File: src/rtl/blink_pkg.sv
package blink_pkg;

    localparam int CFG_BIT_S     = 0;
    localparam int CFG_BIT_B     = 2;
    localparam int CFG_BIT_EN    = 3;
    localparam int CFG_BIT_SYNC  = 4;
    localparam int CFG_BIT_CLR   = 5;
    localparam int CFG_BIT_PHASE = 7;

    typedef enum logic {
        PH_FIRST  = 1'b0,
        PH_SECOND = 1'b1
    } phase_e;

    typedef struct packed {
        logic en;
        logic b_bit;
        logic s_bit;
    } cfg_t;

    // Pair decode for one segment: {secondary, primary}
    function automatic logic seg_bit(input logic sec, input logic pri,
                                     input logic en, input phase_e ph);
        logic r;
        if (!en) begin
            r = pri;
        end else begin
            case ({sec, pri})
                2'b00:   r = 1'b0;
                2'b01:   r = (ph == PH_FIRST);
                2'b10:   r = (ph == PH_SECOND);
                default: r = 1'b1;
            endcase
        end
        return r;
    endfunction

endpackage

File: src/rtl/blink_timer.sv
module blink_timer
    import blink_pkg::*;
#(
    parameter int HALF_TICKS = 8
) (
    input  logic   clk,
    input  logic   rst,
    input  logic   tick_i,
    input  logic   resync_i,
    output phase_e phase_o
);
    localparam int CNT_W = (HALF_TICKS > 1) ? $clog2(HALF_TICKS) : 1;
    localparam logic [CNT_W-1:0] LAST = CNT_W'(HALF_TICKS - 1);

    logic [CNT_W-1:0] cnt_q;
    phase_e           phase_q;

    always_ff @(posedge clk) begin
        if (rst || resync_i) begin
            cnt_q   <= '0;
            phase_q <= PH_FIRST;
        end else if (tick_i) begin
            if (cnt_q == LAST) begin
                cnt_q   <= '0;
                phase_q <= (phase_q == PH_FIRST) ? PH_SECOND : PH_FIRST;
            end else begin
                cnt_q <= cnt_q + 1'b1;
            end
        end
    end

    assign phase_o = phase_q;

    p_cnt_range_r4: assert property (@(posedge clk) disable iff (rst)
        cnt_q <= LAST);
    p_phase_flip_r4: assert property (@(posedge clk) disable iff (rst)
        (tick_i && !resync_i && cnt_q == LAST) |=> phase_q != $past(phase_q));
    p_phase_hold_r4: assert property (@(posedge clk) disable iff (rst)
        (!tick_i && !resync_i) |=> $stable(phase_q) && $stable(cnt_q));
    p_resync_timer_r5: assert property (@(posedge clk) disable iff (rst)
        resync_i |=> (cnt_q == '0 && phase_q == PH_FIRST));
endmodule

File: src/rtl/scan_counter.sv
module scan_counter #(
    parameter int NUM_DIGITS = 4,
    parameter int DIG_W      = 2
) (
    input  logic             clk,
    input  logic             rst,
    input  logic             tick_i,
    input  logic             resync_i,
    output logic [DIG_W-1:0] digit_o
);
    localparam logic [DIG_W-1:0] LAST = DIG_W'(NUM_DIGITS - 1);

    logic [DIG_W-1:0] scan_q;

    always_ff @(posedge clk) begin
        if (rst || resync_i) begin
            scan_q <= '0;
        end else if (tick_i) begin
            scan_q <= (scan_q == LAST) ? '0 : scan_q + 1'b1;
        end
    end

    assign digit_o = scan_q;

    p_scan_range_r8: assert property (@(posedge clk) disable iff (rst)
        scan_q <= LAST);
    p_scan_wrap_r8: assert property (@(posedge clk) disable iff (rst)
        (tick_i && !resync_i && scan_q == LAST) |=> scan_q == '0);
    p_scan_sync_r5: assert property (@(posedge clk) disable iff (rst)
        resync_i |=> scan_q == '0);
endmodule

File: src/rtl/plane_store.sv
module plane_store #(
    parameter int NUM_DIGITS = 4,
    parameter int SEGS       = 8,
    parameter int DIG_W      = 2
) (
    input  logic             clk,
    input  logic             rst,
    input  logic             clr_i,
    input  logic             we_i,
    input  logic             sel_i,
    input  logic [DIG_W-1:0] addr_i,
    input  logic [SEGS-1:0]  wdata_i,
    input  logic [DIG_W-1:0] rd_addr_i,
    output logic [SEGS-1:0]  pri_row_o,
    output logic [SEGS-1:0]  sec_row_o
);
    logic [SEGS-1:0] pri_q [NUM_DIGITS];
    logic [SEGS-1:0] sec_q [NUM_DIGITS];
    logic            any_set;

    for (genvar d = 0; d < NUM_DIGITS; d++) begin : g_row
        always_ff @(posedge clk) begin
            if (rst || clr_i) begin
                pri_q[d] <= '0;
                sec_q[d] <= '0;
            end else if (we_i && addr_i == DIG_W'(d)) begin
                if (sel_i) sec_q[d] <= wdata_i;
                else       pri_q[d] <= wdata_i;
            end
        end
    end

    always_comb begin
        pri_row_o = '0;
        sec_row_o = '0;
        any_set   = 1'b0;
        for (int d = 0; d < NUM_DIGITS; d++) begin
            if (rd_addr_i == DIG_W'(d)) begin
                pri_row_o = pri_q[d];
                sec_row_o = sec_q[d];
            end
            any_set = any_set | (|pri_q[d]) | (|sec_q[d]);
        end
    end

    p_clear_r6: assert property (@(posedge clk) disable iff (rst)
        clr_i |=> !any_set);
    p_clear_wins_r7: assert property (@(posedge clk) disable iff (rst)
        (clr_i && we_i) |=> !any_set);
endmodule

File: src/rtl/blink_plane_ctrl.sv
module blink_plane_ctrl
    import blink_pkg::*;
#(
    parameter int NUM_DIGITS = 4,
    parameter int SEGS       = 8,
    parameter int HALF_TICKS = 8,
    parameter int DIG_W      = (NUM_DIGITS > 1) ? $clog2(NUM_DIGITS) : 1
) (
    input  logic             clk,
    input  logic             rst,
    input  logic             tick_i,
    input  logic             cfg_we_i,
    input  logic [7:0]       cfg_wdata_i,
    output logic [7:0]       cfg_rdata_o,
    input  logic             pl_we_i,
    input  logic             pl_sel_i,
    input  logic [DIG_W-1:0] pl_addr_i,
    input  logic [SEGS-1:0]  pl_wdata_i,
    output logic [SEGS-1:0]  seg_o,
    output logic [DIG_W-1:0] digit_o
);
    cfg_t            cfg_q;
    phase_e          phase;
    logic            resync;
    logic            clr;
    logic [SEGS-1:0] pri_row;
    logic [SEGS-1:0] sec_row;
    logic            unused_bits;

    assign resync      = cfg_we_i && cfg_wdata_i[CFG_BIT_SYNC];
    assign clr         = cfg_we_i && cfg_wdata_i[CFG_BIT_CLR];
    assign unused_bits = ^{cfg_wdata_i[7], cfg_wdata_i[6], cfg_wdata_i[1]};

    always_ff @(posedge clk) begin
        if (rst) begin
            cfg_q <= '0;
        end else if (cfg_we_i) begin
            cfg_q.en    <= cfg_wdata_i[CFG_BIT_EN];
            cfg_q.b_bit <= cfg_wdata_i[CFG_BIT_B];
            cfg_q.s_bit <= cfg_wdata_i[CFG_BIT_S];
        end
    end

    always_comb begin
        cfg_rdata_o                = '0;
        cfg_rdata_o[CFG_BIT_PHASE] = (phase == PH_FIRST);
        cfg_rdata_o[CFG_BIT_EN]    = cfg_q.en;
        cfg_rdata_o[CFG_BIT_B]     = cfg_q.b_bit;
        cfg_rdata_o[CFG_BIT_S]     = cfg_q.s_bit;
    end

    blink_timer #(.HALF_TICKS(HALF_TICKS)) u_timer (
        .clk(clk), .rst(rst), .tick_i(tick_i), .resync_i(resync), .phase_o(phase)
    );

    scan_counter #(.NUM_DIGITS(NUM_DIGITS), .DIG_W(DIG_W)) u_scan (
        .clk(clk), .rst(rst), .tick_i(tick_i), .resync_i(resync), .digit_o(digit_o)
    );

    plane_store #(.NUM_DIGITS(NUM_DIGITS), .SEGS(SEGS), .DIG_W(DIG_W)) u_planes (
        .clk(clk), .rst(rst), .clr_i(clr), .we_i(pl_we_i), .sel_i(pl_sel_i),
        .addr_i(pl_addr_i), .wdata_i(pl_wdata_i), .rd_addr_i(digit_o),
        .pri_row_o(pri_row), .sec_row_o(sec_row)
    );

    for (genvar s = 0; s < SEGS; s++) begin : g_seg
        assign seg_o[s] = seg_bit(sec_row[s], pri_row[s], cfg_q.en, phase);
    end

    p_oneshot_rb_r5: assert property (@(posedge clk) disable iff (rst)
        cfg_rdata_o[CFG_BIT_SYNC] == 1'b0 && cfg_rdata_o[CFG_BIT_CLR] == 1'b0);
    p_cfg_hold_r9: assert property (@(posedge clk) disable iff (rst)
        !cfg_we_i |=> $stable(cfg_q));
endmodule

File: config.mk
export PLATFORM = sky130hd
export DESIGN_NAME = blink_plane_ctrl
export DESIGN_NICKNAME = d
export VERILOG_FILES = /design/src/rtl/blink_pkg.sv /design/src/rtl/blink_timer.sv /design/src/rtl/scan_counter.sv /design/src/rtl/plane_store.sv /design/src/rtl/blink_plane_ctrl.sv
export SDC_FILE = /design/constraint.sdc
export NUM_CORES = 1
export LEC_CHECK = 0
export ABC_AREA = 1
export ABC_CLOCK_PERIOD_IN_PS = 3150
export CORE_ASPECT_RATIO = 1.1
export CORE_MARGIN = 2
export CORE_UTILIZATION = 25
export DETAILED_ROUTE_END_ITERATION = 8
export PLACE_DENSITY_LB_ADDON = 0.15
export SLEW_MARGIN = 25
export SYNTH_ARGS = -nofsm -noshare
export SYNTH_HDL_FRONTEND = slang
export SYNTH_SLANG_ARGS = --single-unit
File: constraint.sdc
create_clock -name clk -period 3.15 [get_ports clk]
set_input_delay 0.945 -clock clk [delete_from_list [all_inputs] [get_ports clk]]
set_output_delay 0.945 -clock clk [all_outputs]
set_load 0.005 [all_outputs]
# Yosys cells after proc, flatten, opt, wreduce, memory -nomap -nowiden
# Memories as Yosys holds them, arrays and structs flattened.
# Index checks and enable logic that the tools add are counted.
[totals]
reg_bits = 9
latch_bits = 0
ramBits = 64
romBits = 0
in_bits = 24
output_inout_bits = 18
word_cells = 124
mem_count = 2
[memory_table]
columns = ["name", "depth", "word_bits", "rd", "rd_ports_with_merged_regs", "write_ports", "line", "text"]
rows = [
  ["u_planes.pri_q", 4, 8, 4, 0, 4, "plane_store.sv:17", "logic [SEGS-1:0] pri_q [NUM_DIGITS];"],
  ["u_planes.sec_q", 4, 8, 4, 0, 4, "plane_store.sv:18", "logic [SEGS-1:0] sec_q [NUM_DIGITS];"],
]
[op_classes]
add_sub_neg = 2
multipliers = 0
n_div = 0
magnitude_cmp = 0
eq_ne = 23
shift = 0
n_mux = 63
n_bitwise = 9
reduce_logical = 19
[op_table]
columns = ["operator", "n"]
rows = [
  ["2-to-1 mux 8 bit", 16],
  ["2-to-1 mux 1 bit", 37],
  ["equality test 2 bit, second input constant", 12],
  ["case mux 1 bit (3 select lines)", 8],
  ["equality test 2 x 1 -> 1 bit, second input constant", 10],
  ["zero test 2 bit", 10],
  ["OR 1 bit", 8],
  ["logical AND 1 bit", 6],
  ["adder 3 x 1 -> 3 bit, second input constant", 1],
  ["equality test 3 bit, second input constant", 1],
  ["2-to-1 mux 3 bit", 1],
  ["adder 2 x 1 -> 2 bit, second input constant", 1],
  ["logical OR 1 bit", 2],
  ["2-to-1 mux 2 bit", 1],
  ["AND reduction 2 bit", 1],
  ["inverter 1 bit", 1],
]

# Logic depth before layout (Yosys ltp)
# Gate-level depths: netlist (run 1).
[logic_depth]
word_depth = 8
depth_mapped = 11

# Modules after synthesis
# A second synthesis (run 1) with hierarchy kept.
[hier_totals]
hier_cells = 368
area_unflattened_um2 = 3537.1
[modules_own_cells]
columns = ["module", "instances", "cells_per_inst", "area_per_inst_um2", "seq_area_each_um2"]
rows = [
  ["plane_store", 1, 267, 2900.3, 1921.8],
  ["blink_plane_ctrl", 1, 57, 329.1, 60.1],
  ["blink_timer", 1, 30, 210.2, 80.1],
  ["scan_counter", 1, 14, 97.6, 40.0],
]

# Least setup slack after synthesis (run 1)
# OpenSTA, ideal clock, no wires.
[synth_timing]
path_kind = "register -> output"
start = "register u_scan.scan_q[1] (netlist: u_scan.digit_o[1])"
end = "output port seg_o[5]"
arrival_time_ns = 1.307
required_ns = 2.205
slack_ns = 0.898
path_stages_with_launch = 12
cell_sequence = "dfxtp_1 -> inv_1 -> ha_1 -> buf_2 -> inv_2 -> buf_4 -> nand3_1 -> nand2_1 -> nand2_1 -> nand2_1 -> nand2_1 -> inv_1"
[synth_via]
elab_chain_cells = 8
word_cells_on_any_way = 17
classes_between = "eq/ne (5); mux (10); reduce/logical (2)"
[synth_lines]
columns = ["item", "line", "text"]
rows = [
  ["start, declared", "scan_counter.sv:13", "logic [DIG_W-1:0] scan_q;"],
  ["start signal, assigned", "scan_counter.sv:19", "scan_q <= (scan_q == LAST) ? '0 : scan_q + 1'b1;"],
  ["zero test 2 bit", "plane_store.sv:38", "if (rd_addr_i == DIG_W'(d)) begin"],
  ["2-to-1 mux 8 bit (4 in a row)", "plane_store.sv:38", ""],
  ["equality test 2 bit (tied with other cells)", "blink_pkg.sv:28", "case ({sec, pri})"],
  ["case mux 1 bit (3 select lines)", "blink_pkg.sv:28", ""],
  ["2-to-1 mux 1 bit *", "blink_pkg.sv:25", "if (!en) begin"],
  ["end, declared", "blink_plane_ctrl.sv:19", "output logic [SEGS-1:0] seg_o,"],
]
# Mark *: on every way between the ends. The rest lies on a longest branch, timed or not.

# Worst setup path in the final report (run 1)
[layout_timing]
start = "register u_scan.scan_q[1] (netlist: u_scan.digit_o[1])"
end = "output port seg_o[0]"
# Same word-level chain as after synthesis.

==> results list, run 1 <==
- Dividing the detail-routed via count by the number of cells gives 4.29.
* Cell Count, Final, Fillers Out: 635
- The worst setup path is of the reg -> out kind.
* Overall die height: 129 um
- Share of the clock period used by the worst path: 96.6%
* Fillers: 1,481
- Number of iterations in the first detailed-routing pass: 4
- In this run the register-to-register setup slack is 2.04 ns.
- Count of input and output buffers: 34
- Vias in the first global route: 2,548
- Counting flops with a built-in enable in the synthesized netlist gives 64.
- Drc violations: 0
* Most common cell type on the critical path: nand2_1
- Mean cell area of the mapped netlist: 8.92 sq um
- At the later pin of the worst-skew pair, clock insertion delay measures 0.33 ns.
* Number of storage elements in the synthesis netlist: 73
* Remaining antenna violation count: 0
* Worst Setup SP: u_scan.digit_o[1]
- Setup total negative slack on the finished layout was measured at 0 ns.
* Post-synth design cell area: 0.00356 sq mm
* Hold Vio Cnt, Final: 0
- The worst-case IR drop observed on VDD is 0.377 mV.
* Static Leak: 1.93 nW
* Routed length per placed instance: 14.8 um
- Pin placement for this block handled 42 I/O pins.
* Die area: 0.0152 sq mm
- For this configuration, the core starts out at a cell density of 25.7%.
- The worst setup path is launched from a register.
- The post-route netlist has 9.84% of its cells at a drive strength greater than 1.
- The worst pin sits at a relative slew slack of 59.7%.
- In this run the critical register-to-register path is captured at u_timer.cnt_q[0].
- In this run the worst path has a maximum fanout of 16.
- The number of antenna violations at the first check in global routing was 0.
- At the worst endpoint, the arrival time is 2.10 ns.
- Largest net degree at the start of global routing: 33
- Class of the tightest hold or removal check: reg -> reg
- Of all flip-flops after synthesis, the portion carrying an async set or reset was 0%.
- Routability-driven placement finished with a final weighted congestion of 0.727.
- After legalization and detailed placement, the total HPWL measured 6000 um.
- The synthesized design devotes to its leading area cell type 54.0% of total area.
- 0 antenna diodes ended up in the layout.
* Max-cap violations: 0
- In the final design database the tool counted 472 nets.
- Layout overhead on the synthesized area: 29.6%
* Final cell area excluding filler cells: 0.00461 sq mm
- Clock-pin slew was measured on the worst setup and hold paths at 0.06 ns.
- Violation count after the first detailed-routing iteration: 129
- For the worst flop-to-flop path, the logic depth is 5.
- Cell at the slowest stage of the critical path: clkdlybuf4s50_1
* Max H-tree Level: 3
- Clock tree from TritonCTS: done
- After technology mapping, the gate count stands at 399.
* Final worst clock skew: 0.00701 ns
* Cell type contributing the most total cell area after synthesis: edfxtp_1
* Bufs on Longest Clock Path: 2
- Post-Place Cells: 614
- On the worst path, the slowest cell contributes a delay of 0.48 ns.
* First-pass GRT wire length: 14,100 um
- Setup repair after global routing left no endpoint under its margin.
- Sorting the synthesized cells by area gives the leading types as edfxtp_1 (54%), nand2_1 (10%), nor2_1 (7.4%).
- Total number of vias: 2,722
* Actual transition at the worst max-transition pin: 0.603 ns
- Combined global-route utilization of all metal layers: 12.4%
* Achievable Freq: 329 MHz
* # hold bufs at CTS: 0
- Result of the run: completed
- Power per unit of standard cell area: 553 mW/mm^2
* Final-report max-slew violation count: 0
- The worst register-to-register path begins at u_timer.cnt_q[0].
- After layout, the minimum clock period comes to 3.04 ns.
* Cell-by-cell trace of the critical path: buf_4 -> ha_4 -> clkbuf_16 -> a21oi_2 -> nand2_1 -> nand2_1 -> nand2_1 -> inv_1 -> clkdlybuf4s50_1
- Data on the critical path is required at its endpoint by 2.20 ns.
- Drt total wl: 9400 um
- Setup crit end: seg_o[0]
- In this run the core area contains 45 standard-cell rows.
* Fraction of the yosys area taken by sequential cells: 59.1%
- CTS sink count: 73
- During synthesis, Yosys emitted a total of 0 warnings.
- The netlist uses 20 different library cells.
* Final setup violation count: 0
- Number of buffers added by the clock tree synthesis step: 9
* Placeable Area: 0.0139 sq mm
- Root Buffer: clkbuf_16
- Flip-flop cell with the highest count after synthesis: edfxtp_1
- Overall overflow remaining after global route: 0
* Die span in x: 118 um
- STA classifies the critical path endpoint as an output pin.
* Post-place instance area: 0.00413 sq mm
## cells by family (layout without fill, tap and decap cells)
kind of cell | count (synthesis) | count (layout) | synth area share [%]
AOI/OAI and AO/OA | 55 | 55 | 8.12
adders and majority gates | 6 | 6 | 2.11
buffers and inverters | 68 | 113 | 8.19
DFF | 73 | 73 | 59.1
other | 1 | 4 | 0.105
and+or+nand+nor | 196 | 196 | 22.4
## sequential cells by signal, indices dropped and copies added (netlist names)
name and count:
u_planes.sec_q 32, u_timer.phase_o 1, u_scan.digit_o 2, u_planes.pri_q 32
cfg_rdata_o 3, u_timer.cnt_q 3
## repair_timing
item	4_1_cts	5_1_grt
gates cloned	0	3
endpoints found under the setup margin	5	8
gates resized for setup	1	23
pin swaps	0	3
buffers inserted	0	2
endpoints found under the hold margin	0	0
## layer usage
metal  vias up  track usage (%)  routed length [um]
met1      1283             15.3                4210
li1       1373                -                   -
met3         9             2.11                 380
met2        57             21.3                4710
met4         0             5.74                  97
met5         -                0                   0
## where the power goes
part / switching [mW] / internal, mW
sequential: 0.0191 / 1.12
combinational: 0.172 / 0.122
clock: 0.399 / 0.717
## placed cells by master, fill, tap and decap left out, drive strengths merged
master | synthesis | routed
nand3 | 23 | 23
a21o | 1 | 1
o21ai | 4 | 4
clkdlybuf4s50 | 0 | 34
nand2 | 99 | 99
conb | 1 | 4
buf | 16 | 12
ha | 6 | 6
clkinvlp | 0 | 1
nor2 | 70 | 70
inv | 49 | 48
clkinv | 0 | 2
edfxtp | 64 | 64
clkbuf | 3 | 14
bufinv | 0 | 2
dfxtp | 9 | 9
nor3 | 4 | 4
a21oi | 50 | 50
## cell usage after synthesis, types with 2 or more instances
cell      number
a21oi_1       49
buf_2         10
buf_4          6
clkbuf_1       2
dfxtp_1        9
edfxtp_1      64
ha_1           6
inv_1         48
nand2_1       97
nand2_2        2
nand3_1       23
nor2_1        70
nor3_1         2
nor3_4         2
o21ai_0        4
## critical path, delay by kind of cell (launching register included)
kind            cells  cell delay (ns)
fa+ha+maj           1             0.19
compound gates      1             0.13
buf+inv             4             0.87
flops               1             0.31
simple gates        3             0.26
## area by class of cell
class	count	area (sq um)	area share, %
Clock buffer	12	246	5.34
Sequential cell	73	2110	45.6
Multi-Input combinational cell	261	1240	26.9
Tap cell	188	235	5.10
Inverter	49	189	4.10
Clock inverter	4	76.3	1.65
Timing Repair Buffer	48	520	11.3
## metrics by stage
step           worst slack (ns)  power [mW]  utilization, %  hold slack [ns]
5_1_grt                0.000522        2.65            33.3            0.492
3_3_place_gp              0.315        1.43            29.8            0.455
4_1_cts                  0.0278        2.56            32.2            0.473
3_5_place_dp              0.322        1.44            29.8            0.464
6_report                  0.107        2.55            33.3            0.468
2_1_floorplan             0.898        1.30               -            0.444
## worst min path at each step
| stage | to | cells after the start | start | slack [ns] |
|---|---|---|---|---|
| floorplan | u_timer.cnt_q[1] | 2 | u_timer.cnt_q[1] | 0.44 |
| detailed placement | u_timer.cnt_q[2] | 2 | u_timer.cnt_q[2] | 0.46 |
| global placement | u_timer.cnt_q[2] | 2 | u_timer.cnt_q[2] | 0.45 |
| CTS | u_timer.cnt_q[2] | 2 | u_timer.cnt_q[2] | 0.47 |
| finish | cfg_rdata_o[2] | 2 | cfg_rdata_o[2] | 0.47 |
| global route | u_timer.phase_o | 2 | u_timer.phase_o | 0.49 |
Note: power is estimated with default switching activity, not from simulation.
==> run 2, diff against run 1 <==
--- a/config.mk
+++ b/config.mk
@@ -6,7 +6,7 @@
 export NUM_CORES = 1
 export LEC_CHECK = 0
 export ABC_AREA = 1
-export ABC_CLOCK_PERIOD_IN_PS = 3150
+export ABC_CLOCK_PERIOD_IN_PS = 3600
 export CORE_ASPECT_RATIO = 1.1
 export CORE_MARGIN = 2
 export CORE_UTILIZATION = 25
==> constraint.sdc (replaced) <==
create_clock -name clk -period 3.6 [get_ports clk]
set_input_delay 1.08 -clock clk [delete_from_list [all_inputs] [get_ports clk]]
set_output_delay 1.08 -clock clk [all_outputs]
set_load 0.005 [all_outputs]
==> results list, run 2 (synthesized netlist as in run 1, its figures left out) <==
- Required time of the critical path: 2.52 ns (+0.32 ns)
- The via density per instance was 4.21 (-1.7%).
* Power per unit of standard cell area: 478 mW/mm^2 (-14%)
* Cell-by-cell trace of the critical path: inv_1 -> ha_1 -> buf_4 -> a21oi_1 -> nand2_1 -> nand2_1 -> nand2_1 -> inv_1 -> clkdlybuf4s50_1
- The total power is 2.10 mW (-17%).
- The combinational power share came to 11.4% (about the same).
* Overall overflow remaining after global route: 0 (unchanged)
- Share of total power consumed by net switching: 23.5% (+0.32 points)
- The part of the power in registers came to 47.4% (+2.7 points).
- Counting I/O delays and the setup requirement, the final critical path takes 3.40 ns.
- Layout overhead on the synthesized area: 23.8%
* Violation count after the first detailed-routing iteration: 168 (+30%)
- Share of the clock period used by the worst path: 94.4%
- The final cell count without fillers was 632 (-0.47%).
- The number of vias in the routed layout came to 2,662 (-2.2%).
- DPL Wire Length: 6280 um (+4.6%)
- The number of nets with antenna violations after routing is 0 (unchanged).
- The total DRC errors in the routed layout is 0 (unchanged).
* CTS sink count: 73 (unchanged)
- The switching power of the nets is 494 uW (-16%).
- Row cnt: 45 (unchanged)
* Result of the run: completed
* Boundary pin count: 42 (unchanged)
- The number of buffers created by CTS came to 9 (unchanged).
- The count of final setup violators came to 0 (unchanged).
- Timing would allow up to 294 MHz.
- The overall die height is 129 um (unchanged).
- The H-tree depth is 3 (unchanged).
- The maximum fanout count along the critical path is 32 (+16).
- Actual transition at the worst max-transition pin: 0.829 ns (+0.226 ns)
- The starting density of the core came to 25.7% (unchanged).
* Initial antenna violation count: 0 (unchanged)
- Weighted congestion at the end of routability-driven global placement: 0.733 (+0.70%)
- Largest regs: u_planes.pri_q (32), u_planes.sec_q (32)
- The pin count of the biggest net entering global routing is 34 (+3.0%).
* Number of iterations in the first detailed-routing pass: 4 (unchanged)
* Family with the most delay on the worst path: buffers and inverters
- The most numerous cell type found on the critical path is nand2_1.
* Most frequent cells in the layout: nand2_1 (97), nor2_1 (70), edfxtp_1 (64)
* Data arrival time of the worst path: 2.32 ns (+0.22 ns)
- Max-cap violations: 0 (unchanged)
- The internal power component came to 1.61 mW (-18%).
* First-pass GRT wire length: 14,500 um (+3.0%)
* Die area: 0.0152 sq mm (unchanged)
* Clock tree from TritonCTS: done
- The clock group share of total power is 41.1% (-2.7 points).
* Post-CTS setup repair buffer count: 0 (unchanged)
- The all-layer global routing usage came to 12.9% (+0.53 points).
- The tree is rooted in a clkbuf_16.
- The placed cell count is 616 (+0.33%).
- The static leakage came to 1.88 nW (-2.9%).
* Largest stage delay on the critical path: 0.50 ns (+0.02 ns)
* Most common cell after layout, fill and taps aside: nand2_1
* Routed length per placed instance: 14.8 um (-0.37%)
- The slowest stage of the critical path is the clkdlybuf4s50_1 cell.
- The worst clock skew is 0.00219 ns (-0.00482 ns).
- Critical path start-end classification: reg -> out
* Fraction of final layout cells sized beyond drive strength 1: 6.98% (-2.9 points)
- The number of antenna diodes came to 0 (unchanged).
* Clock transition at the registers of the reported paths: 0.06 ns (about the same)
- The final routed wirelength across all metal layers was 9320 um (-0.84%).
* Worst Setup End Kind: output pin
- The deepest clock path buffer count is 2 (unchanged).
- Worst voltage drop across the vdd grid: 0.169 mV (-55%)
- Placeable Area: 0.0139 sq mm (unchanged)
* Count of buffering cells on the critical path with inverters included: 4 (unchanged)
* Latest clock arrival within the worst-skew pair: 0.33 ns (about the same)
* Hold Vio Cnt, Final: 0 (unchanged)
* Class of the tightest hold or removal check: reg -> reg
- Normalized max-slew margin: 44.4% (-15 points)
- Final-stage net count: 469 (-0.64%)
- Launching element type of the critical path: register
* Final-report max-slew violation count: 0 (unchanged)
- The number of port buffers was 34 (unchanged).
* Vias in the first global route: 2,539 (-0.35%)
- The horizontal die dimension came to 118 um (unchanged).
run 2: cell types whose count changed in the layout (fill, tap and decap cells not counted), sizes merged:
cell      before  now
buf           12   11
bufinv         2    1
clkbuf        14   12
clkinv         2    3
clkinvlp       1    0
inv           48   49
run 2: tightest hold or removal path: cells and delay by family (launching register included):
family,cells,cell delay (ns)
AO/OA/AOI/OAI,1,0.05
flip-flops,1,0.31
AND/OR/NAND/NOR,1,0.06
run 2: cell type report:
type / count / area [sq um]
Clock buffer: 12 / 236
Clock inverter: 4 / 45.0
Fill cell: 1499 / 9450
Inverter: 49 / 184
Multi-Input combinational cell: 261 / 1180
Sequential cell: 73 / 2100
Tap cell: 188 / 235
Timing Repair Buffer: 45 / 423
run 2: metrics by stage:
step	utilization (%)	setup slack (ns)	hold WS, ns	TNS, ns	area (sq um)
final	31.8	0.200	0.464	0	4400
after global routing	31.8	-0.00205	0.488	-0.00205	4400
after CTS	31.8	0.165	0.464	0	4400
after detailed placement	29.7	0.538	0.460	0	4120
after global placement	29.7	0.281	0.453	0	4120
after floorplan	-	1.21	0.444	0	3570
run 2: per-layer routing:
metal	vias to the layer above	share of wire, %	GRT usage, %
met4	0	1.0	5.53
met2	64	45	20.3
met3	8	5.1	2.24
li1	1367	-	-
met5	-	0	0
met1	1223	49	17.6
run 2: worst paths after layout:
kind	startpoint	end	slack, ns	depth (start not counted)
setup reg to reg	u_scan.digit_o[0]	u_scan.digit_o[0]	2.25	5
hold / removal	cfg_rdata_o[2]	cfg_rdata_o[2]	0.46	2
hold reg to reg	cfg_rdata_o[2]	cfg_rdata_o[2]	0.46	2
setup / recovery	u_scan.digit_o[0]	seg_o[0]	0.20	9
run 2: power groups by stage:
stage / Combinational [mW] / Clock [mW] / Sequential [mW]
3_3_place_gp: 0.245 / 0 / 1.01
4_1_cts: 0.246 / 0.894 / 0.998
2_1_floorplan: 0.127 / 0 / 1.01
6_report: 0.241 / 0.866 / 0.998
3_5_place_dp: 0.245 / 0 / 1.02
5_1_grt: 0.271 / 0.932 / 1.00
run 2: timing repair:
item,CTS,global route
endpoints found under the setup margin,0,2
gates resized for setup,0,1
hold buffers,0,0
